$ cat src/rtl/thmon_pkg.sv
// Shared constants for the threshold monitor.
// Assumes byte-wide register addressing and 16-bit ADC codes.
package thmon_pkg;
    localparam int          THR_W   = 16;
    localparam logic [7:0]  A_STLO  = 8'h0A;
    localparam logic [7:0]  A_STHI  = 8'h0B;
    localparam logic [7:0]  A_AVAIL = 8'h0F;
    localparam logic [7:0]  A_TMR1  = 8'h44;
    localparam logic [7:0]  A_TMR23 = 8'h45;
    localparam logic [7:0]  A_GEN   = 8'h46;
    localparam logic [7:0]  A_START = 8'h47;
    localparam logic [7:0]  A_SLOT  = 8'h60;
    localparam logic [1:0]  IVAL_OFF = 2'd3;

    typedef enum logic {S_IDLE, S_WAIT} sched_st_t;
endpackage

$ cat src/rtl/thmon_regs.sv
// Register file: global controls, per-channel 8-byte slots, W1C status.
// Assumes NCH <= 8, so each status byte covers all channels, and that
// the slot range fits below address 0x100.
module thmon_regs
    import thmon_pkg::*;
#(
    parameter int NCH = 8
) (
    input  logic                       clk,
    input  logic                       rst_n,
    input  logic                       we,
    input  logic [7:0]                 addr,
    input  logic [7:0]                 wdata,
    output logic [7:0]                 rdata,
    input  logic [NCH-1:0]             set_lo,
    input  logic [NCH-1:0]             set_hi,
    output logic [NCH-1:0]             st_lo,
    output logic [NCH-1:0]             st_hi,
    output logic [NCH-1:0]             meas_en,
    output logic [NCH-1:0]             lo_ie,
    output logic [NCH-1:0]             hi_ie,
    output logic                       active,
    output logic [7:0]                 tmr1_code,
    output logic [3:0]                 tmr2_code,
    output logic [3:0]                 tmr3_code,
    output logic [NCH-1:0][7:0]        ch_sel,
    output logic [NCH-1:0][7:0]        ctl,
    output logic [NCH-1:0][1:0]        ival,
    output logic [NCH-1:0][THR_W-1:0]  lo_thr,
    output logic [NCH-1:0][THR_W-1:0]  hi_thr
);
    localparam int IW       = (NCH > 1) ? $clog2(NCH) : 1;
    localparam int SLOT_END = 'h60 + 8 * NCH;

    logic [NCH-1:0][7:0][7:0] slot_q;
    logic [7:0]               tmr1_q, tmr23_q;
    logic                     gen_q, started_q;
    logic [7:0]               off;
    logic [IW-1:0]            idx;
    logic                     in_slot;

    assign off     = addr - A_SLOT;
    assign idx     = off[IW+2:3];
    assign in_slot = (addr >= A_SLOT) && ({1'b0, addr} < 9'(SLOT_END));

    // Slot storage: byte writes into the addressed channel slot.
    always_ff @(posedge clk) begin
        if (!rst_n)
            slot_q <= '0;
        else if (we && in_slot)
            slot_q[idx][addr[2:0]] <= wdata;
    end

    // Global timer codes, enable and start latch.
    always_ff @(posedge clk) begin
        if (!rst_n) begin
            tmr1_q    <= 8'h03;
            tmr23_q   <= 8'hA4;
            gen_q     <= 1'b0;
            started_q <= 1'b0;
        end else if (we) begin
            if (addr == A_TMR1)  tmr1_q  <= wdata;
            if (addr == A_TMR23) tmr23_q <= wdata;
            if (addr == A_GEN) begin
                gen_q <= wdata[7];
                if (!wdata[7]) started_q <= 1'b0;
            end
            if (addr == A_START && wdata[7] && gen_q) started_q <= 1'b1;
        end
    end

    // Sticky status: a new event wins over a same-cycle clear.
    always_ff @(posedge clk) begin
        if (!rst_n) begin
            st_lo <= '0;
            st_hi <= '0;
        end else begin
            st_lo <= (st_lo & ~((we && addr == A_STLO) ? wdata[NCH-1:0] : '0)) | set_lo;
            st_hi <= (st_hi & ~((we && addr == A_STHI) ? wdata[NCH-1:0] : '0)) | set_hi;
        end
    end

    // Field extraction from each slot.
    for (genvar n = 0; n < NCH; n++) begin : g_fields
        assign ch_sel[n]  = slot_q[n][0];
        assign lo_thr[n]  = {slot_q[n][2], slot_q[n][1]};
        assign hi_thr[n]  = {slot_q[n][4], slot_q[n][3]};
        assign ival[n]    = slot_q[n][5][1:0];
        assign ctl[n]     = slot_q[n][6];
        assign meas_en[n] = slot_q[n][7][7];
        assign hi_ie[n]   = slot_q[n][7][1];
        assign lo_ie[n]   = slot_q[n][7][0];
    end

    assign active    = gen_q && started_q;
    assign tmr1_code = tmr1_q;
    assign tmr2_code = tmr23_q[7:4];
    assign tmr3_code = tmr23_q[3:0];

    // Read mux.
    always_comb begin
        rdata = 8'h00;
        if (in_slot)
            rdata = slot_q[idx][addr[2:0]];
        else begin
            case (addr)
                A_STLO:  rdata = 8'(st_lo);
                A_STHI:  rdata = 8'(st_hi);
                A_AVAIL: rdata = 8'(NCH);
                A_TMR1:  rdata = tmr1_q;
                A_TMR23: rdata = tmr23_q;
                A_GEN:   rdata = {gen_q, 7'b0};
                A_START: rdata = {started_q, 7'b0};
                default: rdata = 8'h00;
            endcase
        end
    end

    // without a write to the status address no low bit may drop
    assert_lo_sticky_R7: assert property (@(posedge clk) disable iff (!rst_n)
        !(we && addr == A_STLO) |=> ((st_lo & $past(st_lo)) == $past(st_lo)));
    // same for the high status byte
    assert_hi_sticky_R7: assert property (@(posedge clk) disable iff (!rst_n)
        !(we && addr == A_STHI) |=> ((st_hi & $past(st_hi)) == $past(st_hi)));
endmodule

$ cat src/rtl/thmon_ticker.sv
// One interval timer: counts ticks while monitoring runs and fires on
// every (code+1)-th tick. The count restarts whenever monitoring stops.
// A code lowered below the current count fires on the next tick.
module thmon_ticker #(
    parameter int W = 8
) (
    input  logic         clk,
    input  logic         rst_n,
    input  logic         run,
    input  logic         tick,
    input  logic [W-1:0] code,
    output logic         fire
);
    logic [W-1:0] cnt_q;

    assign fire = run && tick && (cnt_q >= code);

    // Tick counter.
    always_ff @(posedge clk) begin
        if (!rst_n || !run)
            cnt_q <= '0;
        else if (fire)
            cnt_q <= '0;
        else if (tick)
            cnt_q <= cnt_q + 1'b1;
    end
endmodule

$ cat src/rtl/thmon_sched.sv
// Due tracking, ascending-order arbitration and the ADC handshake.
// Issues one request at a time. Assumes adc_ack is a single-cycle
// pulse that arrives only while adc_req is high.
module thmon_sched
    import thmon_pkg::*;
#(
    parameter int NCH = 8
) (
    input  logic                       clk,
    input  logic                       rst_n,
    input  logic                       active,
    input  logic [2:0]                 fire,
    input  logic [NCH-1:0]             meas_en,
    input  logic [NCH-1:0][1:0]        ival,
    input  logic [NCH-1:0][7:0]        ch_sel,
    input  logic [NCH-1:0][7:0]        ctl,
    input  logic [NCH-1:0][THR_W-1:0]  lo_thr,
    input  logic [NCH-1:0][THR_W-1:0]  hi_thr,
    input  logic                       adc_ack,
    input  logic [THR_W-1:0]           adc_code,
    output logic                       adc_req,
    output logic [7:0]                 adc_sel,
    output logic [3:0]                 adc_settle,
    output logic [1:0]                 adc_cal,
    output logic [NCH-1:0]             set_lo,
    output logic [NCH-1:0]             set_hi
);
    localparam int IW = (NCH > 1) ? $clog2(NCH) : 1;

    sched_st_t      st_q;
    logic [IW-1:0]  cur_q, pick;
    logic           pick_v;
    logic [NCH-1:0] due_q;
    logic [3:0]     fire4;
    logic           done;

    assign fire4 = {1'b0, fire};
    assign done  = (st_q == S_WAIT) && adc_ack;

    // Lowest-numbered due channel.
    always_comb begin
        pick   = '0;
        pick_v = 1'b0;
        for (int i = NCH - 1; i >= 0; i--) begin
            if (due_q[i]) begin
                pick   = IW'(i);
                pick_v = 1'b1;
            end
        end
    end

    // Per-channel due flags: set by the selected timer, cleared on service.
    always_ff @(posedge clk) begin
        if (!rst_n)
            due_q <= '0;
        else begin
            for (int n = 0; n < NCH; n++) begin
                if (!meas_en[n] || ival[n] == IVAL_OFF)
                    due_q[n] <= 1'b0;
                else if (active && fire4[ival[n]])
                    due_q[n] <= 1'b1;
                else if (done && cur_q == IW'(n))
                    due_q[n] <= 1'b0;
            end
        end
    end

    // Request state machine.
    always_ff @(posedge clk) begin
        if (!rst_n) begin
            st_q  <= S_IDLE;
            cur_q <= '0;
        end else if (st_q == S_IDLE) begin
            if (active && pick_v) begin
                st_q  <= S_WAIT;
                cur_q <= pick;
            end
        end else if (adc_ack)
            st_q <= S_IDLE;
    end

    assign adc_req    = (st_q == S_WAIT);
    assign adc_sel    = ch_sel[cur_q];
    assign adc_settle = ctl[cur_q][3:0];
    assign adc_cal    = ctl[cur_q][5:4];

    // Window compare on the acknowledged code.
    always_comb begin
        set_lo = '0;
        set_hi = '0;
        if (done && meas_en[cur_q]) begin
            set_lo[cur_q] = adc_code < lo_thr[cur_q];
            set_hi[cur_q] = adc_code > hi_thr[cur_q];
        end
    end

    // an outstanding request keeps its channel until acknowledged
    assert_hold_chan_R4: assert property (@(posedge clk) disable iff (!rst_n)
        (adc_req && !adc_ack) |=> (adc_req && $stable(cur_q)));
    // nothing starts while monitoring is inactive
    assert_no_req_idle_R2: assert property (@(posedge clk) disable iff (!rst_n)
        (!active && !adc_req) |=> !adc_req);
endmodule

$ cat src/rtl/thmon_top.sv
// Top level of the threshold monitor. It ties the register file, three
// interval timers, the scheduler and the interrupt qualification together.
module thmon_top
    import thmon_pkg::*;
#(
    parameter int NCH = 8
) (
    input  logic        clk,
    input  logic        rst_n,
    input  logic        reg_we,
    input  logic [7:0]  reg_addr,
    input  logic [7:0]  reg_wdata,
    output logic [7:0]  reg_rdata,
    input  logic        tick,
    output logic        adc_req,
    output logic [7:0]  adc_sel,
    output logic [3:0]  adc_settle,
    output logic [1:0]  adc_cal,
    input  logic        adc_ack,
    input  logic [15:0] adc_code,
    output logic        irq
);
    logic [NCH-1:0]             st_lo, st_hi, meas_en, lo_ie, hi_ie, set_lo, set_hi;
    logic                       active;
    logic [7:0]                 tmr1_code;
    logic [3:0]                 tmr2_code, tmr3_code;
    logic [NCH-1:0][7:0]        ch_sel, ctl;
    logic [NCH-1:0][1:0]        ival;
    logic [NCH-1:0][THR_W-1:0]  lo_thr, hi_thr;
    logic [2:0][7:0]            codes;
    logic [2:0]                 fire;

    thmon_regs #(.NCH(NCH)) u_regs (
        .clk(clk), .rst_n(rst_n), .we(reg_we), .addr(reg_addr), .wdata(reg_wdata),
        .rdata(reg_rdata), .set_lo(set_lo), .set_hi(set_hi), .st_lo(st_lo),
        .st_hi(st_hi), .meas_en(meas_en), .lo_ie(lo_ie), .hi_ie(hi_ie),
        .active(active), .tmr1_code(tmr1_code), .tmr2_code(tmr2_code),
        .tmr3_code(tmr3_code), .ch_sel(ch_sel), .ctl(ctl), .ival(ival),
        .lo_thr(lo_thr), .hi_thr(hi_thr)
    );

    assign codes = {{4'b0, tmr3_code}, {4'b0, tmr2_code}, tmr1_code};

    for (genvar k = 0; k < 3; k++) begin : g_tmr
        thmon_ticker #(.W(8)) u_tmr (
            .clk(clk), .rst_n(rst_n), .run(active), .tick(tick),
            .code(codes[k]), .fire(fire[k])
        );
    end

    thmon_sched #(.NCH(NCH)) u_sched (
        .clk(clk), .rst_n(rst_n), .active(active), .fire(fire),
        .meas_en(meas_en), .ival(ival), .ch_sel(ch_sel), .ctl(ctl),
        .lo_thr(lo_thr), .hi_thr(hi_thr), .adc_ack(adc_ack), .adc_code(adc_code),
        .adc_req(adc_req), .adc_sel(adc_sel), .adc_settle(adc_settle),
        .adc_cal(adc_cal), .set_lo(set_lo), .set_hi(set_hi)
    );

    // Interrupt: OR of qualified per-channel conditions.
    assign irq = |(meas_en & ((st_lo & lo_ie) | (st_hi & hi_ie)));

    // with both status bytes clear the interrupt must be low
    assert_irq_needs_status_R8: assert property (@(posedge clk) disable iff (!rst_n)
        (st_lo == '0 && st_hi == '0) |-> !irq);
endmodule

$ cat config.mk
export PLATFORM = sky130hd
export DESIGN_NAME = thmon_top
export DESIGN_NICKNAME = d
export VERILOG_FILES = /design/src/rtl/thmon_pkg.sv /design/src/rtl/thmon_regs.sv /design/src/rtl/thmon_ticker.sv /design/src/rtl/thmon_sched.sv /design/src/rtl/thmon_top.sv
export SDC_FILE = /design/constraint.sdc
export NUM_CORES = 2
export LEC_CHECK = 0
export ABC_AREA = 1
export ABC_CLOCK_PERIOD_IN_PS = 6100
export BUFFER_PORTS_ARGS = -buffer_cell sky130_fd_sc_hd__buf_2
export CORE_UTILIZATION = 30
export DETAILED_ROUTE_END_ITERATION = 12
export HOLD_SLACK_MARGIN = 0.08
export PLACE_DENSITY = 0.5
export RECOVER_POWER = 100
export SLEW_MARGIN = 20
export SYNTH_ARGS = -nofsm -noshare
export SYNTH_HDL_FRONTEND = slang
export SYNTH_SLANG_ARGS = --single-unit
export TNS_END_PERCENT = 20
$ cat constraint.sdc
create_clock -name clk -period 6.1 [get_ports clk]
set_input_delay 1.22 -clock clk [delete_from_list [all_inputs] [get_ports clk]]
set_output_delay 1.22 -clock clk [all_outputs]
set_load 0.05 [all_outputs]
==> run_results.csv <==
group,metric,value,unit
drt,post_drt_wl_per_cell,23.75,µm
sta,fin_skew,0.01840,ns
synth,synth_edf_count,0,
final_layout,drive_gt1_frac,0.06776,
final_layout,fillers,9941,
clocking,clock_sinks,582,
floorplan,core-area,92220,µm²
synth,synth-compound-area-share,0.3361,
run_status,status,"finished with violations",
placed_design,globalplace.congestion,0.9137,
final_layout,syn_to_final_growth,12.79,%
synth,synth_cell_types,48,
final_layout,num_antenna_cells,0,
drt,dr.first_iter.drc_count,3280,
power_and_ir_drop,peakVddDrop,0.1588,mV
clocking,post-cts-setup-buffers,0,
worst_setup_path,crit_fanout,10,
clocking,htreeDepth,3,
clocking,cts_buffer_depth,3,
sta,max_slew_margin,-1.267,
worst_setup_path,r2r_end,"u_regs.st_lo[2]$_SDFF_PN0_",
drt,final_antenna_net_count,0,
floorplan,ios,61,
final_layout,design_area,31700,µm²
synth,synthArstFlopShare,0,
synth,ys_ff_latch,582,
sta,period_minus_slack,5.835,ns
placed_design,dpl_cell_area,29390,µm²
drt,totalWireLength,121000,µm
synth,netlist_instances,3906,
floorplan,die_w,308.1,µm
drt,drc_errors,0,
synth,synth_nets,3993,
synth,synth-simple-area-share,0.1065,
synth,synth_top_family_by_area,"compound AO/OA/AOI/OAI gates",
floorplan,fp.dieH,308.1,µm
placed_design,io_buffers,60,
global_route,antenna_found_initial,2,
global_route,grt_usage,0.2491,
synth,synth_xor_xnor_area_share,0.004675,
sta,final-hold-violation-count,0,
placed_design,place_ws,0.8800,ns
floorplan,start_util,0.3047,
synth,yosys_most_used_dff,"dfxtp_1",
flow_run,cap_violations,3,
synth,yosys_warnings,0,
power_and_ir_drop,powerDensity,271.8,nW/µm²
sta,tightestPinTransition,3.400,ns
sta,max_freq,171.4,MHz
sta,finalCritPeriodShare,0.9566,
synth,syn-cell-area,28100,µm²
worst_setup_path,reg2reg_slack,1.01,ns
run_status,violations,"max-capacitance violations, max-slew violations",
hold_path,min_path_cells,2,
synth,synth_fa_ha_area_frac,0.02226,
synth,avgSynthCellArea,7.195,µm²
synth,synth_seq_area_share,0.4146,
global_route,grt_overflow,0,
clocking,clock_latency,0.62,ns
worst_setup_path,crit_end,"reg_rdata[2]",
power_and_ir_drop,power.static_leakage,10.35,nW
hold_path,min_path_type,"flip-flop to flip-flop",
worst_setup_path,worstReg2RegStart,"u_sched.cur_q[0]$_SDFFE_PN0P_",
synth,synthMuxAreaShare,0,
worst_setup_path,crit_path_end_kind,"output pin",
clocking,path_clk_slew,0.06,ns
drt,vias,27960,
worst_setup_path,crit_type,"input pin to output pin",
global_route,grt_pass1_vias,25700,
drt,viasPerCell,5.488,
global_route,grt_start_max_net_pins,239,
sta,setup_ws,0.2648,ns
clocking,postCtsHoldBufs,0,
clocking,cts_tree,"done",
drt,first_pass_iters,6,
worst_setup_path,rr_worst_depth,15,
floorplan,die_area,94900,µm²
sta,rsz0062_at_grt,"false",
hold_path,hold_path_startpoint,"u_regs.slot_q[253]$_SDFFE_PN0P_",
final_layout,fin_nets,3888,
clocking,post_cts_resized,0,
global_route,grt_pass1_wl,176500,µm
worst_setup_path,cp-startpoint,"reg_addr[0]",
clocking,cts_root_buffer,"clkbuf_16",
worst_setup_path,critical_path_required,4.88,ns
clocking,cts_buffers,69,
sta,final-setup-viol-count,0,
floorplan,rows,111,
placed_design,hpwl,76490,µm
worst_setup_path,worst_ep_arrival_time,4.62,ns
worst_setup_path,startpoint_type,"input pin",
sta,drv_slew,311,
sta,setup-tns-final,0,ns
==> per-stage QoR <==
stage                 util  total power [mW]  hold slack [ns]  cells
finish              0.3437             8.615           0.4473   5095
global route        0.3437             8.826           0.4576   5095
CTS                 0.3441             8.640           0.4458   5095
detailed placement  0.3187             4.346           0.4366   4973
global placement    0.3187             4.344           0.4331   4973
floorplan                -             4.143           0.4233   3906
==> cell usage in the layout, fill, tap and decap left out, types with 12 or more instances in the layout <==
master | netlist | routed
clkbuf_1 | 199 | 30
nand3_1 | 78 | 75
xor2_1 | 12 | 12
clkbuf_8 | 0 | 25
nand4_1 | 13 | 13
dfxtp_1 | 582 | 582
o32ai_1 | 14 | 14
o22ai_1 | 178 | 178
a21oi_1 | 696 | 696
buf_2 | 69 | 42
nor2_1 | 112 | 110
buf_4 | 10 | 49
nor3_1 | 21 | 21
a221oi_1 | 42 | 42
nand2_1 | 461 | 457
o211ai_1 | 35 | 35
o21ai_0 | 621 | 621
buf_12 | 0 | 12
inv_1 | 520 | 518
a22oi_1 | 32 | 32
ha_1 | 50 | 50
o2111ai_1 | 37 | 37
clkbuf_16 | 0 | 71
==> final cells by class <==
cell class	count	area, µm²	share of cell area
Inverter	534	2004	0.06324
Sequential cell	582	11650	0.3676
Multi-Input combinational cell	2490	13240	0.4178
Timing Repair Buffer	124	900.9	0.02842
Tap cell	1243	1555	0.04907
Clock buffer	108	2166	0.06833
Clock inverter	14	176.4	0.005566
==> worst min path at each step <==
stage	endpoint	slack, ns
2_1_floorplan	u_regs.ctl[55]$_SDFFE_PN0P_	0.42
3_3_place_gp	u_regs.slot_q[253]$_SDFFE_PN0P_	0.43
3_5_place_dp	u_regs.slot_q[253]$_SDFFE_PN0P_	0.44
4_1_cts	u_regs.slot_q[253]$_SDFFE_PN0P_	0.45
5_1_grt	u_regs.slot_q[426]$_SDFFE_PN0P_	0.46
6_report	u_regs.slot_q[253]$_SDFFE_PN0P_	0.45
==> sequential cells by signal, summed over array words and instances, names as in the netlist <==
| register | flops |
|---|---|
| u_regs.hi_thr | 128 |
| u_regs.lo_thr | 128 |
| u_regs.slot_q | 88 |
| u_regs.ch_sel | 64 |
| u_regs.ctl | 64 |
| g_tmr.u_tmr.cnt_q | 24 |
| u_regs.ival | 16 |
| u_regs.hi_ie | 8 |
| u_regs.lo_ie | 8 |
| u_regs.meas_en | 8 |
| u_regs.st_hi | 8 |
| u_regs.st_lo | 8 |
| u_regs.tmr1_code | 8 |
| u_regs.tmr23_q | 8 |
| u_sched.due_q | 8 |
| u_sched.cur_q | 3 |
| u_regs.gen_q | 1 |
| u_regs.started_q | 1 |
| u_sched.adc_req | 1 |
==> cell usage after synthesis, types with 8 or more instances <==
library cell | number | share of area
a21oi_1 | 696 | 0.12
o21ai_0 | 621 | 0.11
dfxtp_1 | 582 | 0.41
inv_1 | 520 | 0.069
nand2_1 | 461 | 0.062
clkbuf_1 | 199 | 0.027
o22ai_1 | 178 | 0.040
nor2_1 | 112 | 0.015
nand3_1 | 78 | 0.014
buf_2 | 69 | 0.012
ha_1 | 50 | 0.022
a221oi_1 | 42 | 0.013
o2111ai_1 | 37 | 0.012
o211ai_1 | 35 | 0.0093
a22oi_1 | 32 | 0.0085
buf_1 | 22 | 0.0029
nor3_1 | 21 | 0.0037
o32ai_1 | 14 | 0.0044
nand4_1 | 13 | 0.0029
xor2_1 | 12 | 0.0037
a32o_1 | 11 | 0.0039
nor2_2 | 11 | 0.0024
buf_4 | 10 | 0.0027
o221ai_1 | 10 | 0.0031
inv_2 | 8 | 0.0011
==> report_power, final <==
group	switching [mW]	internal (mW)	total, mW	leakage, nW
clock	1.73	2.60	4.33	1.16
sequential	0.00426	3.81	3.81	4.69
combinational	0.369	0.0995	0.468	4.51
==> critical path, stage by stage <==
cell and delay (ns):
buf_2 0.13, nor2_2 0.10, clkbuf_1 0.63, clkinv_1 0.87
nor2_1 0.73, a221oi_1 0.29, nand2_1 0.15, clkbuf_1 0.48
==> cells by family after synthesis <==
group / count (synthesis)
simple gates: 721
buf+inv: 834
fa+ha+maj: 50
flops: 582
compound gates: 1704
xor+xnor: 15
==> layer usage <==
metal | up-vias | track usage | part of all wire
met4 | 2 | 0.07092 | 0.027
met3 | 207 | 0.05044 | 0.090
met2 | 1251 | 0.3885 | 0.44
met1 | 13260 | 0.3448 | 0.44
li1 | 13240 | - | -
met5 | - | 0 | 0.00011
No activity file was read; power rests on OpenSTA's default activity.
